## src/rtl/i2cseq_pkg.sv

```systemverilog
package i2cseq_pkg;

  typedef enum logic [1:0] {
    OP_START = 2'd0,
    OP_TX    = 2'd1,
    OP_RX    = 2'd2,
    OP_STOP  = 2'd3
  } opT;

  typedef enum logic [1:0] {
    BS_DEVW = 2'd0,
    BS_DEVR = 2'd1,
    BS_ADDR = 2'd2,
    BS_DATA = 2'd3
  } byteSelT;

  // control bit positions decoded by the byte master
  localparam logic [7:0] CTL_ACK   = 8'h04;
  localparam logic [7:0] CTL_STOP  = 8'h10;
  localparam logic [7:0] CTL_START = 8'h20;
  localparam logic [7:0] CTL_EN    = 8'h40;

  // status codes reported by the byte master
  localparam logic [7:0] SC_START   = 8'h08;
  localparam logic [7:0] SC_RSTART  = 8'h10;
  localparam logic [7:0] SC_ADDR_W  = 8'h18;
  localparam logic [7:0] SC_DATA_W  = 8'h28;
  localparam logic [7:0] SC_ADDR_R  = 8'h40;
  localparam logic [7:0] SC_RX_ACK  = 8'h50;
  localparam logic [7:0] SC_RX_NAK  = 8'h58;
  localparam logic [7:0] SC_IDLE    = 8'hF8;

  localparam logic [7:0] ERR_MISMATCH = 8'h01;
  localparam logic [7:0] ERR_TIMEOUT  = 8'h02;

  typedef struct packed {
    logic latchJob;
    logic issue;
    logic decAddr;
    logic decData;
    logic setErr;
    logic errTimeout;
    logic captureRx;
  } strobeT;

endpackage

```

## src/rtl/i2cseq_dp.sv

```systemverilog
module i2cseq_dp
  import i2cseq_pkg::*;
#(
  parameter int ADDR_BYTES = 4,
  parameter int LEN_W      = 8,
  parameter int POLL_DIV   = 50,
  parameter int MAX_POLLS  = 1000
) (
  input  logic                    clk,
  input  logic                    rstN,
  input  strobeT                  stb,
  input  logic [1:0]              modeSel,
  input  logic [6:0]              chipAddr,
  input  logic [8*ADDR_BYTES-1:0] regAddr,
  input  logic [$clog2(ADDR_BYTES+1)-1:0] addrLen,
  input  logic [LEN_W-1:0]        xferLen,
  input  logic [7:0]              wrData,
  input  byteSelT                 byteSel,
  input  logic [7:0]              ctrlVal,
  input  logic [7:0]              expected,
  input  logic [7:0]              mStatus,
  input  logic [7:0]              mRxByte,
  output logic [7:0]              txByte,
  output logic                    isRead,
  output logic                    isProbe,
  output logic                    addrLeft,
  output logic                    addrLast,
  output logic                    dataLeft,
  output logic                    dataLast,
  output logic                    pollTick,
  output logic                    pollExpired,
  output logic                    errPending,
  output logic [31:0]             errWord,
  output logic [7:0]              rdData,
  output logic                    rdValid
);

  localparam int AL_W  = $clog2(ADDR_BYTES + 1);
  localparam int DIV_W = $clog2(POLL_DIV + 1);
  localparam int PC_W  = $clog2(MAX_POLLS + 1);
  localparam logic [AL_W-1:0]  ADDR_MAX  = AL_W'(ADDR_BYTES);
  localparam logic [DIV_W-1:0] DIV_LAST  = DIV_W'(POLL_DIV - 1);
  localparam logic [PC_W-1:0]  POLL_LAST = PC_W'(MAX_POLLS - 1);

  logic [6:0]              chipQ;
  logic [8*ADDR_BYTES-1:0] regAddrQ;
  logic [AL_W-1:0]         addrCnt;
  logic [LEN_W-1:0]        dataCnt;
  logic [DIV_W-1:0]        divCnt;
  logic [PC_W-1:0]         pollCnt;
  logic [7:0]              lastCtrl;
  logic [AL_W-1:0]         addrSel;
  logic [8*ADDR_BYTES-1:0] addrShift;

  always_ff @(posedge clk) begin
    if (!rstN) begin
      chipQ    <= '0;
      regAddrQ <= '0;
      addrCnt  <= '0;
      dataCnt  <= '0;
      isRead   <= 1'b0;
      isProbe  <= 1'b0;
    end else if (stb.latchJob) begin
      chipQ    <= chipAddr;
      regAddrQ <= regAddr;
      isProbe  <= modeSel[1];
      isRead   <= (modeSel == 2'd1);
      addrCnt  <= modeSel[1] ? '0 : ((addrLen > ADDR_MAX) ? ADDR_MAX : addrLen);
      dataCnt  <= modeSel[1] ? LEN_W'(1) : xferLen;
    end else begin
      if (stb.decAddr) addrCnt <= addrCnt - 1'b1;
      if (stb.decData) dataCnt <= dataCnt - 1'b1;
    end
  end

  assign addrLeft = (addrCnt != '0);
  assign addrLast = (addrCnt == AL_W'(1));
  assign dataLeft = (dataCnt != '0);
  assign dataLast = (dataCnt == LEN_W'(1));

  // address bytes leave most significant first
  assign addrSel   = addrCnt - 1'b1;
  assign addrShift = regAddrQ >> (8 * addrSel);

  always_comb begin
    unique case (byteSel)
      BS_DEVW: txByte = {chipQ, 1'b0};
      BS_DEVR: txByte = {chipQ, 1'b1};
      BS_ADDR: txByte = addrShift[7:0];
      default: txByte = wrData;
    endcase
  end

  // poll interval and poll budget
  always_ff @(posedge clk) begin
    if (!rstN || stb.issue) begin
      divCnt  <= '0;
      pollCnt <= '0;
    end else if (pollTick) begin
      divCnt <= '0;
      if (!pollExpired) pollCnt <= pollCnt + 1'b1;
    end else begin
      divCnt <= divCnt + 1'b1;
    end
  end

  assign pollTick    = (divCnt == DIV_LAST);
  assign pollExpired = (pollCnt == POLL_LAST);

  always_ff @(posedge clk) begin
    if (!rstN) begin
      lastCtrl <= '0;
      errWord  <= '0;
    end else begin
      if (stb.issue) lastCtrl <= ctrlVal;
      if (stb.latchJob) errWord <= '0;
      else if (stb.setErr)
        errWord <= {stb.errTimeout ? ERR_TIMEOUT : ERR_MISMATCH, lastCtrl, mStatus, expected};
    end
  end

  assign errPending = (errWord != '0);

  always_ff @(posedge clk) begin
    if (!rstN) begin
      rdData  <= '0;
      rdValid <= 1'b0;
    end else begin
      rdValid <= stb.captureRx;
      if (stb.captureRx) rdData <= mRxByte;
    end
  end

endmodule

```

## src/rtl/i2cseq_ctrl.sv

```systemverilog
module i2cseq_ctrl
  import i2cseq_pkg::*;
(
  input  logic       clk,
  input  logic       rstN,
  input  logic       goStb,
  input  logic       isRead,
  input  logic       isProbe,
  input  logic       addrLeft,
  input  logic       addrLast,
  input  logic       dataLeft,
  input  logic       dataLast,
  input  logic       pollTick,
  input  logic       pollExpired,
  input  logic       errPending,
  input  logic       mFlag,
  input  logic [7:0] mStatus,
  output strobeT     stb,
  output byteSelT    byteSel,
  output logic [7:0] ctrlVal,
  output logic [7:0] expected,
  output opT         cmdOp,
  output logic       cmdStb,
  output logic       wrTake,
  output logic       busy,
  output logic       done
);

  typedef enum logic [2:0] {
    S_IDLE, S_ISSUE, S_WAIT, S_STOP_ISSUE, S_STOP_WAIT, S_DONE
  } stateT;

  typedef enum logic [2:0] {
    STP_START, STP_DEVW, STP_ADDR, STP_RSTART, STP_DEVR, STP_RX, STP_TX
  } stepT;

  stateT state, stateNxt;
  stepT  step, stepNxt, advStep;
  logic  advStop;
  logic  inStop;

  assign inStop = (state == S_STOP_ISSUE) || (state == S_STOP_WAIT);

  // command shape and expected status per step
  always_comb begin
    byteSel  = BS_DATA;
    cmdOp    = OP_TX;
    ctrlVal  = CTL_EN;
    expected = SC_DATA_W;
    if (inStop) begin
      cmdOp    = OP_STOP;
      ctrlVal  = CTL_EN | CTL_STOP;
      expected = SC_IDLE;
    end else begin
      unique case (step)
        STP_START:  begin cmdOp = OP_START; ctrlVal = CTL_EN | CTL_START; expected = SC_START;  end
        STP_RSTART: begin cmdOp = OP_START; ctrlVal = CTL_EN | CTL_START; expected = SC_RSTART; end
        STP_DEVW:   begin byteSel = BS_DEVW; expected = SC_ADDR_W; end
        STP_DEVR:   begin byteSel = BS_DEVR; expected = SC_ADDR_R; end
        STP_ADDR:   begin byteSel = BS_ADDR; expected = SC_DATA_W; end
        STP_RX: begin
          cmdOp    = OP_RX;
          ctrlVal  = dataLast ? CTL_EN : (CTL_EN | CTL_ACK);
          expected = dataLast ? SC_RX_NAK : SC_RX_ACK;
        end
        default:    begin byteSel = BS_DATA; expected = SC_DATA_W; end
      endcase
    end
  end

  // step that follows a successful one
  always_comb begin
    advStep = step;
    advStop = 1'b0;
    unique case (step)
      STP_START:  advStep = isProbe ? STP_DEVR : STP_DEVW;
      STP_DEVW: begin
        if (addrLeft)      advStep = STP_ADDR;
        else if (isRead)   advStep = STP_RSTART;
        else if (dataLeft) advStep = STP_TX;
        else               advStop = 1'b1;
      end
      STP_ADDR: begin
        if (!addrLast)     advStep = STP_ADDR;
        else if (isRead)   advStep = STP_RSTART;
        else if (dataLeft) advStep = STP_TX;
        else               advStop = 1'b1;
      end
      STP_RSTART: advStep = STP_DEVR;
      STP_DEVR: begin
        if (dataLeft) advStep = STP_RX;
        else          advStop = 1'b1;
      end
      default: begin
        if (dataLast) advStop = 1'b1;
      end
    endcase
  end

  always_comb begin
    stateNxt = state;
    stepNxt  = step;
    stb      = '0;
    cmdStb   = 1'b0;
    unique case (state)
      S_IDLE: begin
        if (goStb) begin
          stb.latchJob = 1'b1;
          stepNxt  = STP_START;
          stateNxt = S_ISSUE;
        end
      end
      S_ISSUE: begin
        cmdStb    = 1'b1;
        stb.issue = 1'b1;
        stateNxt  = S_WAIT;
      end
      S_WAIT: begin
        if (pollTick) begin
          if (mFlag) begin
            if (mStatus == expected) begin
              stb.decAddr   = (step == STP_ADDR);
              stb.decData   = (step == STP_RX) || (step == STP_TX);
              stb.captureRx = (step == STP_RX) && !isProbe;
              stepNxt  = advStep;
              stateNxt = advStop ? S_STOP_ISSUE : S_ISSUE;
            end else begin
              stb.setErr = 1'b1;
              stateNxt   = S_STOP_ISSUE;
            end
          end else if (pollExpired) begin
            stb.setErr     = 1'b1;
            stb.errTimeout = 1'b1;
            stateNxt       = S_STOP_ISSUE;
          end
        end
      end
      S_STOP_ISSUE: begin
        cmdStb    = 1'b1;
        stb.issue = 1'b1;
        stateNxt  = S_STOP_WAIT;
      end
      S_STOP_WAIT: begin
        if (pollTick) begin
          if (mStatus == SC_IDLE) begin
            stateNxt = S_DONE;
          end else if (pollExpired) begin
            stb.setErr     = !errPending;
            stb.errTimeout = 1'b1;
            stateNxt       = S_DONE;
          end
        end
      end
      default: stateNxt = S_IDLE;
    endcase
  end

  always_ff @(posedge clk) begin
    if (!rstN) begin
      state <= S_IDLE;
      step  <= STP_START;
    end else begin
      state <= stateNxt;
      step  <= stepNxt;
    end
  end

  assign wrTake = (state == S_ISSUE) && (step == STP_TX);
  assign busy   = (state != S_IDLE);
  assign done   = (state == S_DONE);

endmodule

```

## src/rtl/i2c_xfer_seq.sv

```systemverilog
module i2c_xfer_seq
  import i2cseq_pkg::*;
#(
  parameter int ADDR_BYTES = 4,
  parameter int LEN_W      = 8,
  parameter int POLL_DIV   = 50,
  parameter int MAX_POLLS  = 1000
) (
  input  logic                    clk,
  input  logic                    rstN,
  input  logic                    goStb,
  input  logic [1:0]              modeSel,
  input  logic [6:0]              chipAddr,
  input  logic [8*ADDR_BYTES-1:0] regAddr,
  input  logic [$clog2(ADDR_BYTES+1)-1:0] addrLen,
  input  logic [LEN_W-1:0]        xferLen,
  input  logic [7:0]              wrData,
  output logic                    wrTake,
  output logic [7:0]              rdData,
  output logic                    rdValid,
  output logic                    busy,
  output logic                    done,
  output logic [31:0]             errWord,
  output logic                    mCmdStb,
  output logic [1:0]              mOp,
  output logic [7:0]              mCtrl,
  output logic [7:0]              mTxByte,
  input  logic                    mFlag,
  input  logic [7:0]              mStatus,
  input  logic [7:0]              mRxByte
);

  strobeT  stb;
  byteSelT byteSel;
  opT      cmdOp;
  logic [7:0] expected;
  logic isRead, isProbe, addrLeft, addrLast, dataLeft, dataLast;
  logic pollTick, pollExpired, errPending;

  i2cseq_ctrl u_ctrl (
    .clk(clk), .rstN(rstN), .goStb(goStb),
    .isRead(isRead), .isProbe(isProbe),
    .addrLeft(addrLeft), .addrLast(addrLast),
    .dataLeft(dataLeft), .dataLast(dataLast),
    .pollTick(pollTick), .pollExpired(pollExpired), .errPending(errPending),
    .mFlag(mFlag), .mStatus(mStatus),
    .stb(stb), .byteSel(byteSel), .ctrlVal(mCtrl), .expected(expected),
    .cmdOp(cmdOp), .cmdStb(mCmdStb), .wrTake(wrTake), .busy(busy), .done(done)
  );

  i2cseq_dp #(
    .ADDR_BYTES(ADDR_BYTES), .LEN_W(LEN_W),
    .POLL_DIV(POLL_DIV), .MAX_POLLS(MAX_POLLS)
  ) u_dp (
    .clk(clk), .rstN(rstN), .stb(stb),
    .modeSel(modeSel), .chipAddr(chipAddr), .regAddr(regAddr),
    .addrLen(addrLen), .xferLen(xferLen), .wrData(wrData),
    .byteSel(byteSel), .ctrlVal(mCtrl), .expected(expected),
    .mStatus(mStatus), .mRxByte(mRxByte), .txByte(mTxByte),
    .isRead(isRead), .isProbe(isProbe),
    .addrLeft(addrLeft), .addrLast(addrLast),
    .dataLeft(dataLeft), .dataLast(dataLast),
    .pollTick(pollTick), .pollExpired(pollExpired), .errPending(errPending),
    .errWord(errWord), .rdData(rdData), .rdValid(rdValid)
  );

  assign mOp = cmdOp;

endmodule

```

## config.mk

```make
export PLATFORM = sky130hd
export DESIGN_NAME = i2c_xfer_seq
export DESIGN_NICKNAME = d
export VERILOG_FILES = /design/src/rtl/i2cseq_pkg.sv /design/src/rtl/i2cseq_dp.sv /design/src/rtl/i2cseq_ctrl.sv /design/src/rtl/i2c_xfer_seq.sv
export SDC_FILE = /design/constraint.sdc
export NUM_CORES = 1
export LEC_CHECK = 0
export BUFFER_PORTS_ARGS = -buffer_cell sky130_fd_sc_hd__buf_2
export CORE_MARGIN = 2
export CORE_UTILIZATION = 57
export DETAILED_ROUTE_END_ITERATION = 8
export PLACE_DENSITY = 0.86
export SLEW_MARGIN = 25
export SYNTH_ARGS = -nofsm -noshare
export SYNTH_HDL_FRONTEND = slang
export SYNTH_SLANG_ARGS = --single-unit
```

## constraint.sdc

```tcl
create_clock -name clk -period 5.4 [get_ports clk]
set_input_delay 0.54 -clock clk [delete_from_list [all_inputs] [get_ports clk]]
set_output_delay 0.54 -clock clk [all_outputs]
set_load 0.01 [all_outputs]
```

==> metrics.yaml <==
result_of_the_run: "completed"
drive_above_1_share_pct: 23.5
hold-path-cell-count: 3
dieWidth_um: 101
clock_sinks: 106
via_count: 4882
fin_worst_skew_ns: 0.0130
timing.critical_path.from_type: "flip-flop"
multi_input_comb_area_um2: 2900
max_freq_mhz: 295
grt_setup_unrepaired: "no"
synth_top_family_by_area: "simple AND/OR/NAND/NOR gates"
postSynthRegisterBits: 106
finalCritPeriodShare_pct: 62.8
clk_root_buffer_cell: "sky130_fd_sc_hd__clkbuf_8"
cts_setup_buffers: 0
drv_cap: 0
first_global_vias: 4652
finalMaxSlewViolations: 0
clk_pin_slew_worst_paths_ns: 0.11
final-seq-area_um2: 2120
fillers: 777
regToRegSetupSlack_ns: 2.11
total_neg_setup_slack_ns: 0
antenna_left: 0
yosys_warnings: 0
timing.setup.critical_path_class: "flip-flop to output port"
whs_ns: 0.387
synth_seq_area_share_pct: 39.7
grt_antenna_before_repair: 0
cts_resized: 0
hold_path_end: "u_dp.dataCnt[7]"
synthesis.area_per_instance_um2: 8.36
hold_path.class: "input port to flip-flop"
yosys-top-cells-area: "sky130_fd_sc_hd__dfxtp_1 40%, sky130_fd_sc_hd__nand2_1 8.6%, sky130_fd_sc_hd__a21oi_1 5.4%"
core_area_um2: 9150
relative_slew_slack_pct: 33.9
routedWlPerCell_um: 15.5
reg_to_reg_critical_path_endpoint: "u_dp.errWord[22]"
final_wirelength_mm: 13.2
remaining_drc_errors: 0
numPortBuffers: 124
yosys.area.top_type_share_pct: 39.7
drt_pre_antenna_iters: 4
synth_enable_flop_cells: 0
cts-htree-levels: 3
most-common-layout-cells: "124 x sky130_fd_sc_hd__buf_2, 123 x sky130_fd_sc_hd__nand2_1, 106 x sky130_fd_sc_hd__dfxtp_1, 59 x sky130_fd_sc_hd__nor2_1, 58 x sky130_fd_sc_hd__a21oi_1"
worst_case_reg_to_reg_path_depth: 8
timing.critical_path.required_ns: 4.86
diode_insertion_count_for_antenna_repair: 0
design.die.area_um2: 10200
synth-main-ff-cell: "sky130_fd_sc_hd__dfxtp_1"
instance_count_of_the_mapped_netlist: 640
area.growth.synth_to_final_pct: 15.0
io-pin-count: 143
yosys.area_share.xor_xnor_pct: 3.11
cts_tree: "built"
critPathArrivalTime_ns: 2.85
global_route.overflow_total: 0
max-vdd-ir-drop_mv: 0.151
worst-slew-pin-transition_ns: 0.988
crit_chain: "nor3b_2 > nor2_4 > clkinv_1 > or3_1 > nor2b_1 > a21oi_1 > o21ai_0 > buf_2"
grt_pass1_wl_mm: 21.7
cts_hold_buf: 0
route.detailed.vias_per_inst: 5.70
final.min_clock_period_ns: 3.39
place_congestion: 0.967
post-synth-top-area-cell: "sky130_fd_sc_hd__dfxtp_1"
setup_viol: 0
synth.lib_cells_used.distinct: 70
critPathMaxFanout: 18
synthMuxAreaShare_pct: 8.63
synthArstFlopShare_pct: 0
final_common_cell: "sky130_fd_sc_hd__buf_2"
first_iter_violations: 265
clk_path_buf_depth: 2
cts-buffers-inserted: 9
leakage_nw: 2.63
die_h_um: 101
start_util_pct: 58.5
detailedPlacementHpwl_mm: 9.79
synth-adder-area-share_pct: 2.10
rows: 35
holdCritStartpoint: "xferLen[7]"
cp_endpoint_kind: "output port"
synth_simple_gate_area_share_pct: 25.1
grt_start_max_net_pins: 55
clkLatencyLatePin_ns: 0.37
final_net_count: 830
p_per_area_nw_per_um2: 311
hold_violations: 0
worst_r2r_startpoint: "u_ctrl.state[1]"
mappedNetlistArea_um2: 5350
crit_path_top_delay_cell: "sky130_fd_sc_hd__dfxtp_1"
critical_path.max_stage_delay_ns: 0.67
global_route_usage_over_all_layers_pct: 26.5
area_fraction_in_compound_gates_after_synthesis_pct: 13.7
-- sequential cells by signal (all words and copies together), names as in the netlist --
signal and flops:
u_ctrl.state 3, u_ctrl.step 3, u_dp.addrCnt 3, u_dp.chipQ 7, u_dp.dataCnt 8, u_dp.divCnt 6, u_dp.errWord 19, u_dp.isProbe 1
u_dp.isRead 1, u_dp.lastCtrl 4, u_dp.pollCnt 10, u_dp.rdData 8, u_dp.rdValid 1, u_dp.regAddrQ 32
-- report_power, final --
group | internal (W) | leakage, nW | switching (W) | total [W]
Sequential | 0.000845 | 0.862 | 0.0000632 | 0.000908
Clock | 0.000276 | 0.122 | 0.000301 | 0.000577
Combinational | 0.000164 | 1.64 | 0.000265 | 0.000429
-- layout make-up --
| class | count | area share (%) |
|---|---|---|
| multi-input cells | 471 | 47.1 |
| flip-flops and latches | 106 | 34.5 |
| clock inverters | 7 | 1.97 |
| clock buffers | 9 | 2.01 |
| inverters | 24 | 1.46 |
| well taps | 111 | 2.26 |
| repair buffers | 129 | 10.7 |
-- cells by family after synthesis --
family	Yosys count
XOR/XNOR	19
adder cells (fa/ha/maj)	9
flip-flops	106
AO/OA/AOI/OAI	117
multiplexers	36
buffers and inverters	79
other	2
AND/OR/NAND/NOR	272
-- synth_stat cells, types with 3 or more instances --
cell                       count
sky130_fd_sc_hd__mux2i_1      27
sky130_fd_sc_hd__and3_1        4
sky130_fd_sc_hd__ha_1          9
sky130_fd_sc_hd__inv_1        21
sky130_fd_sc_hd__clkinv_1      3
sky130_fd_sc_hd__nor2_1       59
sky130_fd_sc_hd__o211ai_1      3
sky130_fd_sc_hd__and2_1        3
sky130_fd_sc_hd__nand3_1       5
sky130_fd_sc_hd__o221ai_1      7
sky130_fd_sc_hd__nand2b_1      5
sky130_fd_sc_hd__a21oi_1      58
sky130_fd_sc_hd__clkbuf_1     25
sky130_fd_sc_hd__or2_2         3
sky130_fd_sc_hd__dfxtp_1     106
sky130_fd_sc_hd__mux4_2        8
sky130_fd_sc_hd__buf_4        21
sky130_fd_sc_hd__nand4_1       8
sky130_fd_sc_hd__nor3_1       12
sky130_fd_sc_hd__xnor2_1      10
sky130_fd_sc_hd__nor2b_1       7
sky130_fd_sc_hd__nor4_2        4
sky130_fd_sc_hd__nor4_1        9
sky130_fd_sc_hd__xor2_1        9
sky130_fd_sc_hd__o21ai_0      16
sky130_fd_sc_hd__nand3b_1      4
sky130_fd_sc_hd__a211oi_1      5
sky130_fd_sc_hd__and4_1        5
sky130_fd_sc_hd__a31oi_1       3
sky130_fd_sc_hd__buf_1         4
sky130_fd_sc_hd__nand2_1     123
sky130_fd_sc_hd__or3_1         6
-- critical path, delay by kind of cell, from the launching register on --
| family | cells | cell delay (ns) |
|---|---|---|
| and+or+nand+nor | 4 | 1.19 |
| DFF | 1 | 0.67 |
| AOI/OAI and AO/OA | 2 | 0.21 |
| buffers and inverters | 2 | 0.43 |
-- how the worst max path moves through the flow --
stage                    startpoint                to  slack [ns]  depth (start not counted)
finish              u_ctrl.state[1]        mTxByte[5]        2.01                          8
global route        u_ctrl.state[1]        mTxByte[5]        1.74                          8
CTS                 u_dp.addrCnt[0]        mTxByte[5]        1.95                          7
detailed placement  u_ctrl.state[1]  u_dp.errWord[20]        2.19                          8
global placement    u_ctrl.state[1]   u_dp.errWord[8]        2.14                          7
floorplan           u_dp.addrCnt[0]        mTxByte[5]        2.65                          8
-- through the flow --
step	util, %	std cells	worst slack, ns	instance area (um2)	power (W)
5_1_grt	67.2	857	1.74	6150	0.00201
2_1_floorplan	-	656	2.65	5410	0.00123
6_report	67.2	857	2.01	6150	0.00191
3_3_place_gp	64.5	841	2.14	5900	0.00134
4_1_cts	67.2	857	1.95	6150	0.00192
3_5_place_dp	64.6	841	2.19	5910	0.00135
-- layer usage --
metal | up-vias | track usage, % | part of all wire [%]
met3 | 28 | 4.09 | 6.2
met2 | 189 | 45.1 | 48
met1 | 2283 | 33.2 | 42
met4 | 0 | 11.9 | 3.0
met5 | - | 0 | 0
li1 | 2382 | - | -
Note: power is estimated with default switching activity, not from simulation.
